--- src/rtl/uvmon_pkg.sv ---
package uvmon_pkg;

  // Filter state: which condition the counter is currently qualifying
  typedef enum logic {
    RAILS_OK    = 1'b0,
    RAILS_FAULT = 1'b1
  } rail_state_e;

  localparam int NUM_RAILS = 2;
  localparam int RAIL_ANA  = 0;
  localparam int RAIL_DIG  = 1;

endpackage

--- src/rtl/uvmon_sync.sv ---
module uvmon_sync #(
  parameter int WIDTH  = 2,
  parameter int STAGES = 2
) (
  input  logic             clk,
  input  logic             rst,
  input  logic [WIDTH-1:0] async_i,
  output logic [WIDTH-1:0] sync_o
);

  if (STAGES <= 1) begin : g_single
    logic [WIDTH-1:0] stage_q;
    always_ff @(posedge clk) begin
      if (rst) stage_q <= '0;
      else     stage_q <= async_i;
    end
    assign sync_o = stage_q;
  end else begin : g_chain
    logic [STAGES-1:0][WIDTH-1:0] chain_q;
    always_ff @(posedge clk) begin
      if (rst) chain_q <= '0;
      else     chain_q <= {chain_q[STAGES-2:0], async_i};
    end
    assign sync_o = chain_q[STAGES-1];
  end

endmodule

--- src/rtl/uvmon_filter.sv ---
module uvmon_filter
  import uvmon_pkg::*;
#(
  parameter int FILT_CYC = 5
) (
  input  logic clk,
  input  logic rst,
  input  logic any_low_i,
  input  logic all_good_i,
  output logic fault_o,
  output logic enter_o
);

  localparam int CNT_W = (FILT_CYC > 1) ? $clog2(FILT_CYC) : 1;
  localparam logic [CNT_W-1:0] TERM = CNT_W'(FILT_CYC - 1);

  rail_state_e      state_q;
  logic [CNT_W-1:0] cnt_q;
  logic             qualify;
  logic             hit;

  // In OK the counter times a low run; in FAULT it times a good run
  always_comb begin
    qualify = (state_q == RAILS_OK) ? any_low_i : all_good_i;
    hit     = qualify && (cnt_q == TERM);
  end

  always_ff @(posedge clk) begin
    if (rst) begin
      state_q <= RAILS_OK;
      cnt_q   <= '0;
    end else if (!qualify) begin
      cnt_q   <= '0;
    end else if (hit) begin
      cnt_q   <= '0;
      state_q <= (state_q == RAILS_OK) ? RAILS_FAULT : RAILS_OK;
    end else begin
      cnt_q   <= cnt_q + 1'b1;
    end
  end

  assign fault_o = (state_q == RAILS_FAULT);
  assign enter_o = hit && (state_q == RAILS_OK);

  AST_CNT_IN_RANGE: assert property (@(posedge clk) disable iff (rst)
    cnt_q <= TERM);
  AST_ENTER_NEEDS_LOW: assert property (@(posedge clk) disable iff (rst)
    $rose(fault_o) |-> $past(any_low_i));
  AST_EXIT_NEEDS_GOOD: assert property (@(posedge clk) disable iff (rst)
    $fell(fault_o) |-> $past(all_good_i));
  AST_NO_EARLY_ENTRY: assert property (@(posedge clk) disable iff (rst)
    (!fault_o && (cnt_q != TERM)) |=> !fault_o);
  AST_HOLD_WHILE_LOW: assert property (@(posedge clk) disable iff (rst)
    (fault_o && any_low_i) |=> fault_o);

endmodule

--- src/rtl/uvmon_flag.sv ---
module uvmon_flag (
  input  logic clk,
  input  logic rst,
  input  logic set_i,
  input  logic rd_i,
  output logic flag_o
);

  logic flag_q;

  // Set has priority over the read-clear
  always_ff @(posedge clk) begin
    if (rst)        flag_q <= 1'b0;
    else if (set_i) flag_q <= 1'b1;
    else if (rd_i)  flag_q <= 1'b0;
  end

  assign flag_o = flag_q;

  AST_SET_WINS: assert property (@(posedge clk) disable iff (rst)
    set_i |=> flag_o);
  AST_READ_CLEARS: assert property (@(posedge clk) disable iff (rst)
    (rd_i && !set_i) |=> !flag_o);
  AST_STICKY: assert property (@(posedge clk) disable iff (rst)
    (flag_o && !rd_i) |=> flag_o);
  AST_NO_SPURIOUS_SET: assert property (@(posedge clk) disable iff (rst)
    (!flag_o && !set_i) |=> !flag_o);

endmodule

--- src/rtl/rail_uv_monitor.sv ---
module rail_uv_monitor
  import uvmon_pkg::*;
#(
  parameter int FILT_CYC    = 5,
  parameter int SYNC_STAGES = 2
) (
  input  logic clk,
  input  logic rst,
  input  logic ana_low_i,
  input  logic dig_low_i,
  input  logic rd_i,
  output logic fault_o,
  output logic flag_o
);

  logic [NUM_RAILS-1:0] low_async;
  logic [NUM_RAILS-1:0] low_sync;
  logic                 any_low;
  logic                 all_good;
  logic                 enter;

  assign low_async[RAIL_ANA] = ana_low_i;
  assign low_async[RAIL_DIG] = dig_low_i;

  uvmon_sync #(
    .WIDTH  (NUM_RAILS),
    .STAGES (SYNC_STAGES)
  ) i_sync (
    .clk     (clk),
    .rst     (rst),
    .async_i (low_async),
    .sync_o  (low_sync)
  );

  assign any_low  = |low_sync;
  assign all_good = ~|low_sync;

  uvmon_filter #(
    .FILT_CYC (FILT_CYC)
  ) i_filter (
    .clk        (clk),
    .rst        (rst),
    .any_low_i  (any_low),
    .all_good_i (all_good),
    .fault_o    (fault_o),
    .enter_o    (enter)
  );

  uvmon_flag i_flag (
    .clk    (clk),
    .rst    (rst),
    .set_i  (enter),
    .rd_i   (rd_i),
    .flag_o (flag_o)
  );

  AST_RESET_CLEARS: assert property (@(posedge clk)
    rst |=> (!fault_o && !flag_o));
  AST_FLAG_ON_ENTRY: assert property (@(posedge clk) disable iff (rst)
    $rose(fault_o) |-> flag_o);
  AST_EXIT_NO_SET: assert property (@(posedge clk) disable iff (rst)
    ($fell(fault_o) && $past(!flag_o)) |-> !flag_o);

endmodule

--- config.mk ---
export PLATFORM = sky130hd
export DESIGN_NAME = rail_uv_monitor
export DESIGN_NICKNAME = d
export VERILOG_FILES = /design/src/rtl/uvmon_pkg.sv /design/src/rtl/uvmon_sync.sv /design/src/rtl/uvmon_filter.sv /design/src/rtl/uvmon_flag.sv /design/src/rtl/rail_uv_monitor.sv
export SDC_FILE = /design/constraint.sdc
export NUM_CORES = 1
export LEC_CHECK = 0
export BUFFER_PORTS_ARGS = -buffer_cell sky130_fd_sc_hd__clkbuf_2
export CAP_MARGIN = 20
export CORE_AREA = 5 5 42 44
export DETAILED_ROUTE_END_ITERATION = 6
export DIE_AREA = 0 0 47 49
export GPL_TIMING_DRIVEN = 0
export HOLD_SLACK_MARGIN = 0.12
export PLACE_DENSITY = 0.53
export SYNTH_ARGS = -nofsm -noshare
export SYNTH_HDL_FRONTEND = slang
export SYNTH_SLANG_ARGS = --single-unit
--- constraint.sdc ---
create_clock -name clk -period 1 [get_ports clk]
set_input_delay 0.25 -clock clk [delete_from_list [all_inputs] [get_ports clk]]
set_output_delay 0.25 -clock clk [all_outputs]
set_load 0.05 [all_outputs]
After elaboration in Yosys (flattened, before gate mapping) --
Cells that the tools add are included.
Storage, ports and cells: flip-flop bits (word level) 9, bits in latches 0, RAM bits 0, bits in read-only memories 0, output and inout port bits 2, word-level logic and storage cells 20, memories 0
Cells by class: add/subtract/negate cells 1, multiply operators 0, div/mod/pow operators 0, order comparisons 0, eq/ne operators 1, shifts and indexed selects 0, muxes and demuxes 4, bitwise gates (word level) 2, reductions and logical operators 7
Operators by type and width (number):
- $mux 1 | 4
- $add 3x1->3 const B | 1
- $eq 3x3->1 const B | 1
- $reduce_or 3->1 | 1
- $logic_and 1x1->1 | 2
- $not 1->1 | 2
- $reduce_and 2->1 | 1
- $reduce_bool 2->1 | 1
- $reduce_or 2->1 | 1
- $logic_not 1->1 | 1

Logic depth before layout (Yosys ltp) --
depth in word-level cells 6, mapped depth 4, gate-level depth less buffers 4

By module --
Synthesis repeated with hierarchy kept, for this count alone.
Second synthesis, totals: cell total of the unflattened synthesis 34, area, all modules 366.6 um^2
By module, submodules not included:
- uvmon_filter | instances 1, cells an instance 18, area each 197.7 um^2, seq. area each 80.1 um^2
- uvmon_sync | instances 1, cells an instance 10, area each 120.1 um^2, seq. area each 80.1 um^2
- uvmon_flag | instances 1, cells an instance 4, area each 38.8 um^2, seq. area each 20.0 um^2
- rail_uv_monitor | instances 1, cells an instance 2, area each 10.0 um^2, seq. area each 0.0 um^2

Worst setup path before layout --
Ideal clock, no wire load.
kind register -> register, start point register i_filter.state_q, in the netlist i_filter.fault_o, end point register i_filter.cnt_q[0], setup time 0.086 ns, data arrival time 1.290 ns, data required time 0.914 ns, slack -0.375 ns, stages on the path, launching flop included 3, path buffers 0, clock period less this slack 1.375 ns, cells stage by stage dfxtp_1 -> or3b_4 -> a211oi_1
On the way: word-level cells in the longest chain between the ends 3, elaborated cells on any way between the ends 4, those cells by class mux (1); bitwise (1); reduce/logical (2)
Ends and longest elaborated chain:
- start: declaration | line uvmon_filter.sv:17 | rail_state_e state_q;
- start signal: assignment | line uvmon_filter.sv:36 | state_q <= (state_q == RAILS_OK) ? RAILS_FAULT : RAILS_OK;
- $mux 1 (*) | line uvmon_filter.sv:24 | qualify = (state_q == RAILS_OK) ? any_low_i : all_good_i;
- $logic_and 1x1->1 / $not 1->1 (equally long branches)
- $reduce_or 3->1 (no source line) (*)
- end signal: assignment | line uvmon_filter.sv:38 | cnt_q <= cnt_q + 1'b1;
- end: declaration | line uvmon_filter.sv:18 | logic [CNT_W-1:0] cnt_q;
Mark *: on every way between the ends. The rest lies on a longest branch, timed or not. A chain may end at the register's enable or synchronous reset.

Worst setup path after layout --
start point register i_filter.state_q, in the netlist i_filter.fault_o, end point register i_filter.cnt_q[1]
The elaborated chain is that of the path after synthesis.

==> impl_metrics.py <==
metrics = {
    "global_route": {
        "grt_pass1_wl_um": 1020,
        "antenna_found_initial": 0,
        "grt_pass1_vias": 275,
        "overflow": 0,
        "grt_usage": 0.0657,
        "grt_max_degree": 9,
    },
    "worst_setup_path": {
        "path_class": "reg -> reg",
        "crit_fanout": 4,
        "cp.arrival_ns": 1.19,
        "cp-end-kind": "flip-flop",
        "crit_required_ns": 1.17,
        "start_kind": "flip-flop",
    },
    "sta": {
        "min_period_ns": 1.02,
        "rsz0062_at_grt": "yes",
        "fin_crit_sh": 1.02,
        "worstMarginPinSlew_ns": 0.360,
        "tns_ns": -0.0851,
        "skew_ns": 0.00183,
        "maxClockFrequency_ghz": 0.978,
        "setup_ws_ns": -0.0222,
        "hold_slack_ns": 0.207,
        "relSlewSlack": 0.760,
        "setup_viol": 5,
        "drv_slew": 0,
        "finalHoldViolations": 0,
    },
    "status": {
        "violations": "negative setup slack",
        "outcome": "finished, violations left",
    },
    "place": {
        "dpl.hpwl_um": 417,
        "place_area_sq_um": 413,
        "place_ws_ns": -0.118,
        "gp_congestion": 0.631,
        "port_buffers": 6,
    },
    "cts": {
        "clkTransAtPathRegs_ns": 0.06,
        "cts_buffer_depth": 2,
        "holdBufCountCts": 0,
        "cts_tree": "yes",
        "h-tree-depth": 1,
        "insertion_delay_ns": 0.25,
        "cts.sinks": 9,
        "root_buffer": "clkbuf_4",
        "cts_buffers": 3,
    },
    "floorplan": {
        "coreArea_sq_um": 1400,
        "die_y_um": 49,
        "boundaryPins": 7,
        "die_area_sq_um": 2300,
        "dieWidth_um": 47,
        "initial_core_util": 0.241,
        "rows": 14,
    },
    "drt": {
        "viasPerCell": 4.45,
        "drt_iter0_drc": 0,
        "drc": 0,
        "ant_nets": 0,
        "dr.pass1.iters": 1,
        "vias": 258,
        "post_drt_wl_per_cell_um": 9.48,
        "wirelength_um": 550,
    },
    "cells_and_area": {
        "syn_to_final_growth_pct": 51.5,
        "n_antenna_cell": 0,
        "drive_gt1_frac": 0.595,
        "nFillCells": 150,
        "nNetsFinal": 50,
        "final_common_cell": "dfxtp_1",
        "final_cell_mix": "dfxtp_1 (5), nor2b_1 (4), clkbuf_2 (4), a211oi_2 (3), clkbuf_4 (3)",
        "stdcell_area_sq_um": 512,
    },
    "synth": {
        "synth-seq-cells": 9,
        "ys_warn_count": 0,
        "avgSynthCellArea_sq_um": 11.3,
        "seq_area_frac_synth": 0.533,
        "netlist_area_sq_um": 338,
        "synth_top_cell_by_area": "dfxtp_1",
        "synthTopCellsByArea": "dfxtp_1 (53%), ha_1 (7.4%), nor2b_1 (7.4%)",
        "syn_nets": 37,
        "syn_inst": 30,
        "synth_cell_type_count": 14,
        "synth_top_area_share": 0.533,
    },
    "power_and_ir_drop": {
        "powerDensity_nw_per_um2": 1320,
        "seqPwrFrac": 0.547,
        "p_sw_w": 0.000137,
        "p_int_w": 0.000538,
        "power_frac_comb": 0.062,
        "power_frac_clock": 0.391,
        "switching_share": 0.203,
        "leakagePower_nw": 0.195,
        "ir_drop_uv": 581,
    },
    "hold_path": {
        "min_path_type": "in -> reg",
    },
    "run": {
        "drv_cap": 0,
    },
}
-- Yosys cell counts (all sizes together) --
| cell | n |
|---|---|
| a211oi | 3 |
| a21bo | 1 |
| a21o | 1 |
| a21oi | 1 |
| dfxtp | 9 |
| ha | 2 |
| inv | 3 |
| nor2b | 4 |
| o211ai | 1 |
| o21bai | 1 |
| o31ai | 1 |
| or3b | 2 |
| xnor2 | 1 |
-- critical path, cell delays in order (launching register included) --
cell,delay [ns]
dfxtp_4,0.36
or3b_4,0.41
a211oi_2,0.18
-- kinds of logic (layout without fill, tap and decap cells) --
logic type	Yosys count	in the layout	synth area share
xor+xnor	1	1	0.0259
flops	9	9	0.533
buf+inv	3	15	0.0333
fa+ha+maj	2	2	0.0741
simple gates	6	6	0.133
compound gates	9	9	0.200
-- layout make-up --
| class | count | area, sq um | share of cell area |
|---|---|---|---|
| sequential | 9 | 190 | 0.372 |
| multi-input combinational | 18 | 179 | 0.350 |
| timing repair buffer | 8 | 85.1 | 0.166 |
| clock buffer | 4 | 26.3 | 0.0513 |
| tap | 16 | 20.0 | 0.0391 |
| inverter | 3 | 11.3 | 0.0220 |
-- through the flow --
| step | cells | utilization | power (W) |
|---|---|---|---|
| final | 58 | 0.365 | 0.000675 |
| after global routing | 58 | 0.365 | 0.000736 |
| after detailed placement | 52 | 0.295 | 0.000411 |
| after floorplan | 30 | - | 0.000396 |
| after CTS | 58 | 0.358 | 0.000687 |
| after global placement | 52 | 0.295 | 0.000409 |
-- timing repair --
item / 4_1_cts / 5_1_grt
endpoints found under the setup margin: 6 / 7
resized for setup: 10 / 3
buffers inserted: 2 / 0
pin swaps: 4 / 3
-- state kept, by name, indices dropped and copies added (netlist names) --
signal                  flops
i_sync.sync_o               2
i_filter.cnt_q              3
i_filter.fault_o            1
i_sync.g_chain.chain_q      2
i_flag.flag_o               1
-- power groups by stage --
stage	Clock, W	Sequential [W]	Combinational [W]
2_1_floorplan	0	0.000375	0.0000203
3_3_place_gp	0	0.000376	0.0000331
3_5_place_dp	0	0.000376	0.0000347
4_1_cts	0.000280	0.000368	0.0000393
5_1_grt	0.000319	0.000369	0.0000482
6_report	0.000264	0.000369	0.0000419
-- routing by layer --
layer / routed length (um) / vias to the layer above / part of all wire / global-route usage
li1: - / 130 / - / -
met1: 239 / 118 / 0.43 / 0.0644
met2: 249 / 6 / 0.45 / 0.0905
met3: 37 / 4 / 0.067 / 0.0332
met4: 23 / 0 / 0.042 / 0.0691
met5: 0 / - / 0 / 0
-- final timing paths --
check,to,start,slack (ns),cells after the start
setup / recovery,i_filter.cnt_q[1],i_filter.fault_o,-0.02,2
hold / removal,i_sync.g_chain.chain_q[1],dig_low_i,0.21,2
setup reg to reg,i_filter.cnt_q[1],i_filter.fault_o,-0.02,2
hold reg to reg,i_sync.sync_o[0],i_sync.g_chain.chain_q[0],0.45,1
(Power assumes the default switching activity.)
